--- src/rtl/rstack_pkg.sv ---
// Shared encodings for the relative-addressed register stack.
// Assumes: command fields are decoded by rstack_decode only.
package rstack_pkg;
    typedef enum logic [2:0] {
        OP_NOP   = 3'd0,
        OP_LOAD  = 3'd1,
        OP_STORE = 3'd2,
        OP_ARITH = 3'd3,
        OP_CMP   = 3'd4,
        OP_DUAL  = 3'd5
    } op_e;

    typedef enum logic [1:0] {
        FN_ADD = 2'd0,
        FN_SUB = 2'd1,
        FN_MUL = 2'd2
    } fn_e;

    typedef enum logic [1:0] {
        RS_ALU = 2'd0,
        RS_MEM = 2'd1,
        RS_NEG = 2'd2
    } rsel_e;
endpackage

--- src/rtl/rstack_regs.sv ---
// Physical register array with a valid tag per slot.
// Two combinational read ports, two write ports that set the tag, and a
// clear mask that empties slots. Assumes the two writes never hit one slot;
// a clear wins over a write to the same slot.
module rstack_regs #(
    parameter int DEPTH = 8,
    parameter int W     = 16,
    localparam int PW   = $clog2(DEPTH)
) (
    input  logic             clk,
    input  logic             rst_n,
    input  logic [PW-1:0]    rd_a_addr,
    input  logic [PW-1:0]    rd_b_addr,
    output logic [W-1:0]     rd_a_data,
    output logic [W-1:0]     rd_b_data,
    input  logic             wr0_en,
    input  logic [PW-1:0]    wr0_addr,
    input  logic [W-1:0]     wr0_data,
    input  logic             wr1_en,
    input  logic [PW-1:0]    wr1_addr,
    input  logic [W-1:0]     wr1_data,
    input  logic [DEPTH-1:0] clr_mask,
    output logic [DEPTH-1:0] tags
);
    logic [W-1:0] slot_w [DEPTH];

    for (genvar e = 0; e < DEPTH; e++) begin : g_slot
        logic [W-1:0] val_q;
        logic         tag_q;
        logic         hit0;
        logic         hit1;

        assign hit0 = wr0_en && (wr0_addr == PW'(e));
        assign hit1 = wr1_en && (wr1_addr == PW'(e));

        // Slot value: port 0 has priority over port 1.
        always_ff @(posedge clk) begin
            if (!rst_n)
                val_q <= '0;
            else if (hit0)
                val_q <= wr0_data;
            else if (hit1)
                val_q <= wr1_data;
        end

        // Slot tag: cleared on pop, set on any write.
        always_ff @(posedge clk) begin
            if (!rst_n)
                tag_q <= 1'b0;
            else if (clr_mask[e])
                tag_q <= 1'b0;
            else if (hit0 || hit1)
                tag_q <= 1'b1;
        end

        assign slot_w[e] = val_q;
        assign tags[e]   = tag_q;
    end

    assign rd_a_data = slot_w[rd_a_addr];
    assign rd_b_data = slot_w[rd_b_addr];
endmodule

--- src/rtl/rstack_alu.sv ---
// Integer stand-in for the arithmetic datapath.
// Applies the operand swap, computes add/sub/mul modulo 2^W, and a signed
// compare of x against y (always unswapped). Purely combinational.
module rstack_alu
    import rstack_pkg::*;
#(
    parameter int W = 16
) (
    input  logic [W-1:0] x,
    input  logic [W-1:0] y,
    input  logic         rev,
    input  fn_e          fn,
    output logic [W-1:0] res,
    output logic         lt,
    output logic         eq,
    output logic         gt
);
    logic [W-1:0] opl;
    logic [W-1:0] opr;

    // Operand order for the non-commutative functions.
    always_comb begin
        opl = rev ? y : x;
        opr = rev ? x : y;
    end

    // Function select.
    always_comb begin
        unique case (fn)
            FN_ADD:  res = opl + opr;
            FN_SUB:  res = opl - opr;
            FN_MUL:  res = opl * opr;
            default: res = opl + opr;
        endcase
    end

    // Signed relation of x to y.
    always_comb begin
        lt = $signed(x) < $signed(y);
        eq = x == y;
        gt = $signed(x) > $signed(y);
    end
endmodule

--- src/rtl/rstack_decode.sv ---
// Command decoder: turns one command and the current pointer and tags into
// physical read addresses, write enables, pop clears, the next pointer and
// the error pulses. Assumes DEPTH is a power of two so pointer sums wrap.
// A refused command produces no writes, no clears and no pointer motion.
module rstack_decode
    import rstack_pkg::*;
#(
    parameter int DEPTH = 8,
    localparam int PW   = $clog2(DEPTH)
) (
    input  logic             cmd_valid,
    input  op_e              op,
    input  logic [PW-1:0]    idx,
    input  logic             dir,
    input  logic             rev,
    input  logic [1:0]       pop,
    input  logic             mem,
    input  logic [PW-1:0]    top,
    input  logic [DEPTH-1:0] tags,
    output logic [PW-1:0]    ph_a,
    output logic [PW-1:0]    ph_b,
    output logic             b_mem,
    output logic             rev_eff,
    output logic             st_do,
    output logic             cmp_do,
    output logic             wr0_en,
    output logic [PW-1:0]    wr0_addr,
    output rsel_e            wr0_sel,
    output logic             wr1_en,
    output logic [PW-1:0]    wr1_addr,
    output logic [DEPTH-1:0] clr_mask,
    output logic [PW-1:0]    top_nxt,
    output logic             ovf,
    output logic             unf
);
    logic [PW-1:0]    p0, pi, p1, p2, pp;
    logic             sti;
    logic             ovf_r, unf_r, ok;
    logic             st_r, cmp_r, w0_r, w1_r;
    logic [DEPTH-1:0] clr_r;
    logic [PW-1:0]    tn_r;

    // Physical slots of the logical entries used by any command.
    always_comb begin
        p0 = top;
        pi = top + idx;
        p1 = top + PW'(1);
        p2 = top + PW'(2);
        pp = top - PW'(1);
    end

    // Per-command routing, stack motion and error detection.
    always_comb begin
        ph_a     = p0;
        ph_b     = pi;
        b_mem    = 1'b0;
        sti      = 1'b0;
        st_r     = 1'b0;
        cmp_r    = 1'b0;
        w0_r     = 1'b0;
        wr0_addr = p0;
        wr0_sel  = RS_ALU;
        w1_r     = 1'b0;
        wr1_addr = pp;
        clr_r    = '0;
        tn_r     = top;
        ovf_r    = 1'b0;
        unf_r    = 1'b0;
        unique case (op)
            OP_LOAD: begin
                ovf_r    = tags[pp];
                w0_r     = 1'b1;
                wr0_addr = pp;
                wr0_sel  = RS_MEM;
                tn_r     = pp;
            end
            OP_STORE: begin
                unf_r = !tags[p0];
                st_r  = 1'b1;
                if (pop != 2'd0) begin
                    clr_r[p0] = 1'b1;
                    tn_r      = p1;
                end
            end
            OP_ARITH: begin
                w0_r = 1'b1;
                if (mem) begin
                    b_mem    = 1'b1;
                    unf_r    = !tags[p0];
                    wr0_addr = p0;
                end else begin
                    sti      = dir || (pop != 2'd0);
                    ph_a     = sti ? pi : p0;
                    ph_b     = sti ? p0 : pi;
                    wr0_addr = sti ? pi : p0;
                    unf_r    = !tags[p0] || !tags[pi];
                    if (pop != 2'd0) begin
                        clr_r[p0] = 1'b1;
                        tn_r      = p1;
                    end
                end
            end
            OP_CMP: begin
                b_mem = mem;
                cmp_r = 1'b1;
                unf_r = !tags[p0] || (!mem && !tags[pi]);
                if (pop == 2'd1) begin
                    clr_r[p0] = 1'b1;
                    tn_r      = p1;
                end else if (pop >= 2'd2) begin
                    unf_r     = unf_r || !tags[p1];
                    clr_r[p0] = 1'b1;
                    clr_r[p1] = 1'b1;
                    tn_r      = p2;
                end
            end
            OP_DUAL: begin
                unf_r    = !tags[p0];
                ovf_r    = tags[pp];
                w0_r     = 1'b1;
                wr0_addr = p0;
                wr0_sel  = RS_NEG;
                w1_r     = 1'b1;
                wr1_addr = pp;
                tn_r     = pp;
            end
            default: begin
            end
        endcase
    end

    // Commit gating: an error or an idle cycle changes nothing.
    always_comb begin
        ok       = cmd_valid && !ovf_r && !unf_r;
        unf      = cmd_valid && unf_r;
        ovf      = cmd_valid && ovf_r && !unf_r;
        st_do    = ok && st_r;
        cmp_do   = ok && cmp_r;
        wr0_en   = ok && w0_r;
        wr1_en   = ok && w1_r;
        clr_mask = ok ? clr_r : '0;
        top_nxt  = ok ? tn_r : top;
        rev_eff  = rev && (op == OP_ARITH);
    end
endmodule

--- src/rtl/rstack_ctrl.sv ---
// Top of the register stack controller. Holds the top pointer and the
// registered outputs, and wires decoder, register array and ALU together.
// Assumes at most one command per cycle; all outputs change on the clock
// edge that ends the command's cycle.
module rstack_ctrl
    import rstack_pkg::*;
#(
    parameter int DEPTH = 8,
    parameter int W     = 16,
    localparam int PW   = $clog2(DEPTH)
) (
    input  logic          clk,
    input  logic          rst_n,
    input  logic          cmd_valid,
    input  logic [2:0]    cmd_op,
    input  logic [1:0]    cmd_fn,
    input  logic [PW-1:0] cmd_idx,
    input  logic          cmd_dir,
    input  logic          cmd_rev,
    input  logic [1:0]    cmd_pop,
    input  logic          cmd_mem,
    input  logic [W-1:0]  cmd_data,
    output logic [W-1:0]  st_data,
    output logic          st_valid,
    output logic [PW-1:0] top_ptr,
    output logic          ovf_flag,
    output logic          unf_flag,
    output logic          cmp_lt,
    output logic          cmp_eq,
    output logic          cmp_gt
);
    logic [PW-1:0]    top_q;
    logic [DEPTH-1:0] tags;
    logic [PW-1:0]    ph_a, ph_b, wr0_addr, wr1_addr, top_nxt;
    logic             b_mem, rev_eff, st_do, cmp_do, wr0_en, wr1_en, ovf, unf;
    rsel_e            wr0_sel;
    logic [DEPTH-1:0] clr_mask;
    logic [W-1:0]     rd_a, rd_b, opy, alu_res, wr0_data;
    logic             lt, eq, gt;

    rstack_decode #(.DEPTH(DEPTH)) u_dec (
        .cmd_valid (cmd_valid),
        .op        (op_e'(cmd_op)),
        .idx       (cmd_idx),
        .dir       (cmd_dir),
        .rev       (cmd_rev),
        .pop       (cmd_pop),
        .mem       (cmd_mem),
        .top       (top_q),
        .tags      (tags),
        .ph_a      (ph_a),
        .ph_b      (ph_b),
        .b_mem     (b_mem),
        .rev_eff   (rev_eff),
        .st_do     (st_do),
        .cmp_do    (cmp_do),
        .wr0_en    (wr0_en),
        .wr0_addr  (wr0_addr),
        .wr0_sel   (wr0_sel),
        .wr1_en    (wr1_en),
        .wr1_addr  (wr1_addr),
        .clr_mask  (clr_mask),
        .top_nxt   (top_nxt),
        .ovf       (ovf),
        .unf       (unf)
    );

    rstack_regs #(.DEPTH(DEPTH), .W(W)) u_regs (
        .clk       (clk),
        .rst_n     (rst_n),
        .rd_a_addr (ph_a),
        .rd_b_addr (ph_b),
        .rd_a_data (rd_a),
        .rd_b_data (rd_b),
        .wr0_en    (wr0_en),
        .wr0_addr  (wr0_addr),
        .wr0_data  (wr0_data),
        .wr1_en    (wr1_en),
        .wr1_addr  (wr1_addr),
        .wr1_data  (W'(1)),
        .clr_mask  (clr_mask),
        .tags      (tags)
    );

    // Second operand: stack entry or external value.
    always_comb opy = b_mem ? cmd_data : rd_b;

    rstack_alu #(.W(W)) u_alu (
        .x   (rd_a),
        .y   (opy),
        .rev (rev_eff),
        .fn  (fn_e'(cmd_fn)),
        .res (alu_res),
        .lt  (lt),
        .eq  (eq),
        .gt  (gt)
    );

    // Source of the primary write port.
    always_comb begin
        unique case (wr0_sel)
            RS_MEM:  wr0_data = cmd_data;
            RS_NEG:  wr0_data = W'(0) - rd_a;
            default: wr0_data = alu_res;
        endcase
    end

    // Top pointer register.
    always_ff @(posedge clk) begin
        if (!rst_n) top_q <= '0;
        else        top_q <= top_nxt;
    end

    // Store data and per-command pulses.
    always_ff @(posedge clk) begin
        if (!rst_n) begin
            st_data  <= '0;
            st_valid <= 1'b0;
            ovf_flag <= 1'b0;
            unf_flag <= 1'b0;
        end else begin
            st_valid <= st_do;
            ovf_flag <= ovf;
            unf_flag <= unf;
            if (st_do) st_data <= rd_a;
        end
    end

    // Compare flags, held until the next accepted compare.
    always_ff @(posedge clk) begin
        if (!rst_n) begin
            cmp_lt <= 1'b0;
            cmp_eq <= 1'b0;
            cmp_gt <= 1'b0;
        end else if (cmp_do) begin
            cmp_lt <= lt;
            cmp_eq <= eq;
            cmp_gt <= gt;
        end
    end

    assign top_ptr = top_q;
endmodule

--- config.mk ---
export PLATFORM = sky130hd
export DESIGN_NAME = rstack_ctrl
export DESIGN_NICKNAME = d
export VERILOG_FILES = /design/src/rtl/rstack_pkg.sv /design/src/rtl/rstack_regs.sv /design/src/rtl/rstack_alu.sv /design/src/rtl/rstack_decode.sv /design/src/rtl/rstack_ctrl.sv
export SDC_FILE = /design/constraint.sdc
export NUM_CORES = 1
export LEC_CHECK = 0
export ABC_AREA = 1
export ABC_CLOCK_PERIOD_IN_PS = 8800
export BUFFER_PORTS_ARGS = -buffer_cell sky130_fd_sc_hd__buf_2
export CORE_MARGIN = 3
export CORE_UTILIZATION = 25
export CTS_CLUSTER_SIZE = 8
export DETAILED_ROUTE_END_ITERATION = 8
export GPL_ROUTABILITY_DRIVEN = 0
export PLACE_DENSITY = 0.45
export SLEW_MARGIN = 15
export SYNTH_ARGS = -nofsm -noshare
export SYNTH_HDL_FRONTEND = slang
export SYNTH_SLANG_ARGS = --single-unit
--- constraint.sdc ---
create_clock -name clk -period 8.8 [get_ports clk]
set_input_delay 1.76 -clock clk [delete_from_list [all_inputs] [get_ports clk]]
set_output_delay 1.76 -clock clk [all_outputs]
set_load 0.05 [all_outputs]
==> impl_metrics.py, run 1 <==
metrics = {
    "run_status": {
        "outcome": "complete, no violations",
    },
    "power_and_ir_drop": {
        "vdd_drop_max_v": 0.0001566,
        "p_total_mw": 4.949,
        "leakage_nw": 10.05,
        "powerDensity_nw_per_um2": 225.2,
    },
    "floorplanning": {
        "fp.dieH_microns": 262.4,
        "start_util_pct": 25.41,
        "die_w_microns": 262.4,
        "die_area_sq_um": 68870,
        "boundaryPins": 57,
        "core_sq_um": 64700,
        "rows": 93,
    },
    "sta": {
        "drv_slew": 0,
        "finalHoldViolCount": 0,
        "setup_viol": 0,
        "tightest_slew_ns": 1.084,
        "worst_slack_ns": 0.06115,
        "min_period_over_period_pct": 99.31,
        "max_freq_mhz": 114.4,
        "finClkSkew_ns": 0.01363,
        "fin_tns_setup_ns": 0,
        "rsz0062_at_grt": "true",
        "relSlewSlack_pct": 27.44,
        "fin_crit_ns": 8.739,
    },
    "global_route": {
        "antenna_found_initial": 0,
        "grt_start_max_net_pins": 83,
        "grt_pass1_vias": 18310,
        "grtUsageMet1_pct": 25.69,
        "grt-ovfl-total": 0,
        "grt_usage_pct": 20.02,
        "gr-usage-met2_pct": 34.44,
        "grt-busiest-layer": "met2",
        "use_met3_pct": 2.266,
        "grt_pass1_wl_mm": 108.2,
    },
    "final_layout": {
        "drive_above_1_share_pct": 24.27,
        "fin_nets": 3118,
        "postLayoutCoreUtil_pct": 33.97,
        "syn_to_final_growth_pct": 33.70,
        "n_antenna_cell": 0,
        "fillers": 7045,
    },
    "placed_design": {
        "portBuffers": 56,
        "pre_cts_ws_ns": -0.8496,
        "hpwl_mm": 53.32,
    },
    "synth": {
        "yosys-top-cells-area": "dfxtp_1 (20%), nand2_1 (19%), nand3_1 (13%)",
        "synth.avg_cell_area_sq_um": 6.296,
        "synthesis.instances": 2611,
        "synth_top_area_share_pct": 19.61,
        "yosysTopAreaCell": "dfxtp_1",
        "synth-seq-area-share_pct": 19.61,
        "synth.yosys.warnings": 0,
        "ys_ff_latch": 161,
        "synth.net_count": 2817,
        "synth_cell_type_count": 54,
        "synthesis.area_sq_um": 16440,
    },
    "critical_path": {
        "startpoint_type": "primary input",
        "crit_fanout": 8,
        "timing.critical_path.slowest_cell_delay_ns": 0.56,
        "worst-setup-path-type": "in -> reg",
        "endpoint_kind": "register",
        "cp_slowest_cell": "fa_1",
        "critPathArrivalTime_ns": 9.04,
        "cp_common_cell": "fa_1",
        "cp.required_ns": 9.10,
    },
    "clock_network": {
        "cts_max_path_buffers": 2,
        "clk_latency_ns": 0.46,
        "cts_hold_buf": 0,
        "clkTransAtPathRegs_ns": 0.07,
        "cts_tree": "yes",
        "htreeDepth": 4,
        "cts_root_buffer": "clkbuf_16",
        "cts-buffers-inserted": 17,
        "cts.sinks": 161,
    },
    "routing": {
        "drc": 0,
        "dr.first_iter.drc_count": 1694,
        "vias": 18590,
        "wirelength_mm": 70.90,
        "viasPerCell": 4.918,
        "ant_nets": 0,
        "wire_per_inst_microns": 18.76,
        "drt_pass1_iterations": 6,
    },
    "job": {
        "drv_cap": 0,
    },
    "hold_path": {
        "hold_class": "reg -> reg",
    },
}
## final timing paths
path / from / end / slack, ns / cells after the start
worst min register to register: st_data[7] / st_data[7] / 0.47 / 2
worst max-delay path: cmd_idx[0] / u_regs.g_slot[7].val_q[15] / 0.06 / 38
worst min-delay path: st_data[7] / st_data[7] / 0.47 / 2
worst max register to register: top_ptr[0] / u_regs.g_slot[7].val_q[15] / 1.04 / 37
## placed cells by master, fill, tap and decap left out, types with 32 or more instances in the layout
| master | count |
|---|---|
| buf_2 | 55 |
| dfxtp_1 | 161 |
| a21oi_1 | 185 |
| fa_1 | 73 |
| buf_6 | 33 |
| nand2_2 | 63 |
| inv_1 | 301 |
| nand3_2 | 50 |
| o21ai_0 | 54 |
| nor2_1 | 77 |
| buf_12 | 36 |
| nand2_1 | 804 |
| buf_4 | 276 |
| ha_1 | 80 |
| nand3_1 | 358 |
| inv_2 | 32 |
## where the power goes
group,leakage (nW),internal [mW],switching [mW],total (mW)
Clock,0.304,0.456,0.354,0.810
Sequential,1.30,0.745,0.0135,0.759
Combinational,8.44,1.37,2.01,3.38
## Yosys cell counts, drive strengths merged
| cell type | number |
|---|---|
| a2111oi | 1 |
| a211oi | 4 |
| a21o | 2 |
| a21oi | 209 |
| a221o | 2 |
| a221oi | 7 |
| a22oi | 3 |
| a31oi | 6 |
| a32o | 1 |
| and2 | 2 |
| buf | 68 |
| clkbuf | 53 |
| clkinv | 1 |
| dfxtp | 161 |
| fa | 82 |
| ha | 92 |
| inv | 336 |
| nand2 | 887 |
| nand3 | 418 |
| nand3b | 6 |
| nand4 | 8 |
| nor2 | 88 |
| nor3 | 25 |
| nor4 | 2 |
| o2111ai | 2 |
| o211ai | 8 |
| o21a | 1 |
| o21ai | 82 |
| o21bai | 1 |
| o221ai | 4 |
| o22ai | 2 |
| o31ai | 2 |
| or2 | 14 |
| xnor2 | 9 |
| xor2 | 22 |
## metrics by stage
step                      std cells  hold WS, ns  cell area [sq um]
after floorplan                2611       0.4537              16470
after global placement         3687       0.4531              19760
after detailed placement       3687       0.4604              19760
after CTS                      3750       0.4762              21240
after global routing           3780       0.4931              21980
final                          3780       0.4736              21980
## cell families (layout without fill, tap and decap cells)
family / count (synthesis) / count (layout) / synth area share (%)
simple gates: 1450 / 1450 / 38.37
xor+xnor: 31 / 31 / 1.652
fa+ha+maj: 174 / 174 / 16.99
flops: 161 / 161 / 19.61
buf+inv: 458 / 772 / 11.53
compound gates: 337 / 337 / 11.85
## area by class of cell
type	count	area, sq um	share of cell area, %
clock buffers	17	425.4	1.936
multi-input cells	1992	12280	55.90
clock inverters	15	197.7	0.8995
inverters	337	1275	5.801
flip-flops and latches	161	3223	14.67
repair buffers	403	3502	15.94
well taps	855	1070	4.868
## per-layer routing
| layer | share of wire [%] | vias to the layer above |
|---|---|---|
| met4 | 3.7 | 0 |
| met5 | 0 | - |
| met3 | 5.0 | 133 |
| met1 | 43 | 8842 |
| li1 | - | 9002 |
| met2 | 48 | 614 |
## repair_timing
item,in CTS,in global routing
resized for setup,128,120
cloned,2,0
endpoints found under the setup margin,32,48
buffers inserted,32,32
pin swaps,45,97
## state kept, by name, indices dropped and copies added (netlist names)
signal               count
u_regs.g_slot.val_q    128
st_data                 16
st_valid                 1
top_ptr                  3
cmp_eq                   1
ovf_flag                 1
unf_flag                 1
u_regs.g_slot.tag_q      8
cmp_gt                   1
cmp_lt                   1
## worst max-delay path: cells and delay by family
| family | cells | cell delay, ns |
|---|---|---|
| AOI/OAI and AO/OA | 4 | 0.71 |
| xor gates and xnor gates | 4 | 0.67 |
| adders and majority gates | 9 | 3.77 |
| buffers and inverters | 8 | 0.64 |
| and+or+nand+nor | 13 | 1.48 |
Power figures use the tool's default switching activity.
==> run 2: changes to the inputs <==
--- a/config.mk
+++ b/config.mk
@@ -7,12 +7,14 @@
 export LEC_CHECK = 0
 export ABC_AREA = 1
 export ABC_CLOCK_PERIOD_IN_PS = 8800
-export BUFFER_PORTS_ARGS = -buffer_cell sky130_fd_sc_hd__buf_2
 export CORE_MARGIN = 3
 export CORE_UTILIZATION = 25
 export CTS_CLUSTER_SIZE = 8
 export DETAILED_ROUTE_END_ITERATION = 8
+export DONT_BUFFER_PORTS = 1
 export GPL_ROUTABILITY_DRIVEN = 0
+export HOLD_SLACK_MARGIN = 0.1
+export MAX_ROUTING_LAYER = met4
 export PLACE_DENSITY = 0.45
 export SLEW_MARGIN = 15
 export SYNTH_ARGS = -nofsm -noshare
==> impl_metrics.py, run 2 (synthesized netlist as in run 1, its figures left out) <==
metrics = {
    "critical_path": {
        "cp.required_ns": 9.18,
        "crit_fanout": 8,
        "startpoint_type": "primary input",
        "worst-setup-path-type": "in -> reg",
        "timing.critical_path.slowest_cell_delay_ns": 0.55,
        "cp_slowest_cell": "fa_1",
        "endpoint_kind": "register",
        "cp_common_cell": "fa_1",
        "critPathArrivalTime_ns": 9.05,
        "rrSetupSlack_ns": 1.03,
    },
    "routing": {
        "viasPerCell": 4.976,
        "wire_per_inst_microns": 19.07,
        "drt_pass1_iterations": 5,
        "ant_nets": 0,
        "dr.first_iter.drc_count": 1595,
        "drc": 0,
        "vias": 18520,
        "wirelength_mm": 70.96,
    },
    "final_layout": {
        "postLayoutCoreUtil_pct": 33.30,
        "syn_to_final_growth_pct": 31.06,
        "reg_top3": "u_regs.g_slot.val_q: 128 flops, st_data: 16 flops, u_regs.g_slot.tag_q: 8 flops",
        "layout_commonest_cell": "nand2_1",
        "fin_nets": 3055,
        "largest_register": "u_regs.g_slot.val_q",
        "largest_reg_flops": 128,
        "drive_above_1_share_pct": 21.94,
        "final_cell_mix": "nand2_1 (808), nand3_1 (361), inv_1 (304)",
        "fillers": 7083,
    },
    "clock_network": {
        "htreeDepth": 4,
        "clk_latency_ns": 0.46,
        "cts_root_buffer": "clkbuf_16",
        "cts.sinks": 161,
        "cts-buffers-inserted": 17,
        "cts_max_path_buffers": 2,
        "cts_hold_buf": 0,
        "cts_tree": "yes",
        "clkTransAtPathRegs_ns": 0.07,
    },
    "global_route": {
        "grt-ovfl-total": 0,
        "gr-usage-met2_pct": 34.10,
        "grtUsageMet1_pct": 25.25,
        "grt_start_max_net_pins": 68,
        "use_met3_pct": 2.537,
        "antenna_found_initial": 1,
        "grt-busiest-layer": "met2",
        "grt_usage_pct": 20.33,
        "grt_pass1_vias": 17830,
        "grt_pass1_wl_mm": 106.7,
    },
    "sta": {
        "fin_tns_setup_ns": 0,
        "tightest_slew_ns": 1.025,
        "min_period_over_period_pct": 98.51,
        "finalHoldViolCount": 0,
        "rsz0062_at_grt": "true",
        "fin_crit_ns": 8.669,
        "setup_viol": 0,
        "max_freq_mhz": 115.4,
        "worst_slack_ns": 0.1315,
        "drv_slew": 0,
        "relSlewSlack_pct": 31.56,
        "finClkSkew_ns": 0.01498,
    },
    "power_and_ir_drop": {
        "p_total_mw": 4.900,
        "vdd_drop_max_v": 0.0001505,
        "leakage_nw": 9.762,
        "powerDensity_nw_per_um2": 227.5,
    },
    "floorplanning": {
        "start_util_pct": 25.41,
        "core_sq_um": 64700,
        "boundaryPins": 57,
        "fp.dieH_microns": 262.4,
        "rows": 93,
        "die_w_microns": 262.4,
        "die_area_sq_um": 68870,
    },
    "run_status": {
        "outcome": "complete, no violations",
    },
    "hold_path": {
        "hold_class": "reg -> reg",
    },
    "placed_design": {
        "pre_cts_ws_ns": -0.7079,
        "hpwl_mm": 53.61,
        "portBuffers": 0,
    },
    "job": {
        "drv_cap": 0,
    },
}
run 2: changes by cell type in the layout (fill, tap and decap cells not counted), sizes merged, moves of 2 or more:
cell	previous run	this run
diode	0	4
clkinv	6	4
buf	402	338
clkbuf	17	20
run 2: path summary, 6_finish.rpt:
kind                        startpoint                    endpoint  cells past startpoint
max                         cmd_idx[0]  u_regs.g_slot[3].val_q[15]                     42
min          u_regs.g_slot[2].val_q[3]   u_regs.g_slot[2].val_q[3]                      2
max reg2reg                 top_ptr[0]  u_regs.g_slot[3].val_q[15]                     42
min reg2reg  u_regs.g_slot[2].val_q[3]   u_regs.g_slot[2].val_q[3]                      2
run 2: critical path, delay by kind of cell:
family          cells  cell delay (ns)
buf+inv            10             0.82
compound gates      3             0.34
xor+xnor            4             0.75
fa+ha+maj           9             3.86
simple gates       16             1.50
run 2: layout make-up:
cell class	count	area [sq um]	area share, %
multi-input combinational	1992	12170	56.49
sequential	161	3223	14.96
timing repair buffer	340	3192	14.82
inverter	337	1275	5.918
tap	855	1070	4.966
clock buffer	18	439.2	2.039
clock inverter	14	165.2	0.7666
antenna	4	10.01	0.04646
run 2: layer usage:
| metal | vias up | wire (microns) |
|---|---|---|
| met4 | 0 | 2433 |
| met3 | 129 | 3823 |
| li1 | 8882 | - |
| met2 | 616 | 34080 |
| met5 | - | 0 |
| met1 | 8888 | 30620 |
run 2: per-stage QoR:
stage / area (sq um) / instances / hold WS, ns
finish: 21540 / 3721 / 0.4822
global route: 21540 / 3719 / 0.5029
CTS: 20330 / 3674 / 0.4828
detailed placement: 19520 / 3631 / 0.4719
global placement: 19520 / 3631 / 0.4675
floorplan: 16470 / 2611 / 0.4537
run 2: where the power goes:
| group | internal, mW | switching, mW |
|---|---|---|
| Sequential | 0.745 | 0.0235 |
| Combinational | 1.35 | 2.00 |
| Clock | 0.434 | 0.353 |
run 2: repair_timing:
action | 4_1_cts | 5_1_grt
endpoints found under the setup margin | 24 | 54
cloned | 0 | 2
pin swaps | 7 | 76
gates resized for setup | 22 | 184
setup buffers | 11 | 41
==> run 3: changes to the inputs <==
--- a/config.mk
+++ b/config.mk
@@ -15,8 +15,9 @@
 export GPL_ROUTABILITY_DRIVEN = 0
 export HOLD_SLACK_MARGIN = 0.1
 export MAX_ROUTING_LAYER = met4
-export PLACE_DENSITY = 0.45
+export PLACE_DENSITY = 0.37
 export SLEW_MARGIN = 15
 export SYNTH_ARGS = -nofsm -noshare
 export SYNTH_HDL_FRONTEND = slang
+export SYNTH_HIERARCHICAL = 1
 export SYNTH_SLANG_ARGS = --single-unit
==> impl_metrics.py, run 3 <==
metrics = {
    "routing": {
        "drt_pass1_iterations": 5,
        "viasPerCell": 4.877,
        "drc": 0,
        "vias": 21090,
        "wirelength_mm": 90.79,
        "ant_nets": 0,
        "wire_per_inst_microns": 20.99,
        "dr.first_iter.drc_count": 1530,
    },
    "placed_design": {
        "portBuffers": 0,
        "hpwl_mm": 69.37,
        "placed_cell_area_sq_um": 21710,
        "dp_cells": 4199,
        "pre_cts_ws_ns": -1.444,
    },
    "final_layout": {
        "final_cell_mix": "nand2_1 (769), inv_1 (343), buf_4 (297)",
        "seqCellArea_sq_um": 3223,
        "drive_above_1_share_pct": 25.58,
        "fillers": 7944,
        "largest_register": "u_regs/g_slot.val_q",
        "fin_nets": 3563,
        "largest_reg_flops": 128,
        "postLayoutCoreUtil_pct": 34.12,
        "design_area_sq_um": 24600,
        "multi_input_area_sq_um": 14260,
        "stdcell_count": 4325,
        "layout_commonest_cell": "nand2_1",
        "reg_top3": "u_regs/g_slot.val_q: 128 flops, st_data: 16 flops, u_regs/g_slot.tag_q: 8 flops",
        "syn_to_final_growth_pct": 34.22,
    },
    "critical_path": {
        "cp.depth": 42,
        "r2r_cells": 43,
        "rrSetupSlack_ns": 0.67,
        "endpoint_kind": "register",
        "reg2reg_to": "u_regs/g_slot[4].val_q[14]",
        "crit_fanout": 6,
        "critPathArrivalTime_ns": 9.32,
        "startpoint_type": "primary input",
        "cpLargestDelayFamily": "adder cells",
        "rr_startpoint": "top_ptr[0]",
        "cp_common_cell": "inv_2",
        "cp-startpoint": "cmd_idx[0]",
        "timing.critical_path.slowest_cell_delay_ns": 0.55,
        "crit_buf_inv": 14,
        "cp.required_ns": 9.10,
        "worst-setup-path-type": "in -> reg",
        "cp_slowest_cell": "fa_1",
    },
    "sta": {
        "tightest_slew_ns": 1.315,
        "setup_viol": 27,
        "min_period_over_period_pct": 102.5,
        "finalHoldViolCount": 0,
        "fin_tns_setup_ns": -2.908,
        "drv_slew": 0,
        "worst_slack_ns": -0.2184,
        "relSlewSlack_pct": 12.31,
        "max_freq_mhz": 110.9,
        "finClkSkew_ns": 0.01593,
        "rsz0062_at_grt": "true",
        "fin_crit_ns": 9.018,
    },
    "floorplanning": {
        "die_w_microns": 276.8,
        "die_area_sq_um": 76600,
        "rows": 98,
        "fp.dieH_microns": 276.8,
        "boundaryPins": 57,
        "core_sq_um": 72100,
        "start_util_pct": 25.42,
    },
    "run_status": {
        "failed_checks": "negative setup slack",
        "outcome": "complete, but fails checks",
    },
    "clock_network": {
        "cts_max_path_buffers": 2,
        "clkTransAtPathRegs_ns": 0.08,
        "clk_latency_ns": 0.47,
        "cts_root_buffer": "clkbuf_16",
        "cts.sinks": 161,
        "cts_hold_buf": 0,
        "cts-buffers-inserted": 17,
        "htreeDepth": 4,
        "cts_tree": "yes",
    },
    "synth": {
        "synthesis.instances": 3028,
        "synthArstFlopShare_pct": 0,
        "synth-seq-area-share_pct": 17.58,
        "synthesis.area_sq_um": 18330,
        "synth_cell_type_count": 54,
        "ys_ff_latch": 161,
        "yosysTopAreaCell": "dfxtp_1",
        "synth_top_area_share_pct": 17.58,
        "synth.most_common_cell": "nand2_1",
        "synthFlopType": "dfxtp_1",
        "synth.avg_cell_area_sq_um": 6.053,
        "synth.yosys.warnings": 6,
        "yosys-top-cells-area": "dfxtp_1 (18%), nand2_1 (18%), fa_1 (9.0%)",
        "synthTopCellsByCount": "nand2_1 (855), inv_1 (404), nand3_1 (283)",
        "synth_edf_count": 0,
    },
    "power_and_ir_drop": {
        "vdd_drop_max_v": 0.0001834,
        "powerDensity_nw_per_um2": 188.0,
        "leakage_nw": 11.34,
    },
    "global_route": {
        "grt-ovfl-total": 0,
        "grt_pass1_vias": 20270,
        "antenna_found_initial": 7,
        "grt_start_max_net_pins": 97,
        "grt_usage_pct": 23.55,
        "grt_pass1_wl_mm": 133.0,
    },
    "hold_path": {
        "whs_path_depth": 2,
        "hold_class": "reg -> reg",
        "holdPathEnd": "u_regs/g_slot[5].val_q[0]",
        "hold_start": "u_regs/g_slot[5].val_q[0]",
    },
    "job": {
        "drv_cap": 0,
    },
}
## run 3: cell types whose count changed in the layout (fill, tap and decap cells not counted), moves of 30 or more
cell     change
nor2_1     +145
o21ai_0    +134
nand3_1    -104
o21ai_1     +65
conb_1      +50
buf_6       +40
inv_1       +39
nand2_1     -39
inv_2       +33
nor2_2      +30
## run 3: worst max-delay path by stage
stage	end	slack, ns
floorplan	u_regs/g_slot[4].val_q[14]	-0.005
finish	u_regs/g_slot[4].val_q[14]	-0.22
global route	u_regs/g_slot[0].val_q[15]	-0.47
detailed placement	u_regs/g_slot[3].val_q[14]	-1.44
CTS	u_regs/g_slot[1].val_q[15]	-0.12
global placement	u_regs/g_slot[3].val_q[14]	-1.43
## run 3: cells by family after synthesis
group	count (synthesis)	share of synthesized area (%)
xor+xnor	29	1.488
flops	161	17.58
simple gates	1475	33.92
mux	16	0.9830
fa+ha+maj	181	15.71
other cells	2	0.04097
buf+inv	566	12.74
compound gates	598	17.52
## run 3: layout make-up
class	count	area share, %
clock buffer	21	1.912
tap	950	4.832
multi-input combinational	2350	57.96
antenna	13	0.1322
timing repair buffer	392	14.77
clock inverter	10	0.5137
inverter	428	6.769
sequential	161	13.10
## run 3: metrics by stage
stage	hold slack [ns]	power [mW]
5_1_grt	0.4891	4.923
3_5_place_dp	0.4554	3.275
6_report	0.4669	4.625
2_1_floorplan	0.4437	2.094
4_1_cts	0.4666	4.472
3_3_place_gp	0.4559	3.279
## run 3: worst min-delay path, delay by kind of cell (launching register included)
| family | cells | cell delay [ns] |
|---|---|---|
| AO/OA/AOI/OAI | 1 | 0.05 |
| flip-flops | 1 | 0.31 |
| AND/OR/NAND/NOR | 1 | 0.06 |
## run 3: timing repair
item                       CTS  global route
gates cloned                 5             2
setup buffers               60            27
gates resized for setup    330           190
setup endpoints to repair   79            80
pin swaps                  148            99
## run 3: routing by layer
metal  wire (microns)  up-vias  global-route usage, %  part of all wire [%]
li1                 -    10280                      -                     -
met1            38520    10130                  28.87                    42
met2            44400      574                  39.82                    49
met3             5074      104                  3.372                   5.6
met4             2793        0                  7.530                   3.1
met5                0        -                      -                     0
## run 3: power breakdown
group,total [mW],switching [mW],internal (mW)
Sequential,0.771,0.0259,0.746
Combinational,3.06,1.82,1.24
Clock,0.796,0.353,0.443
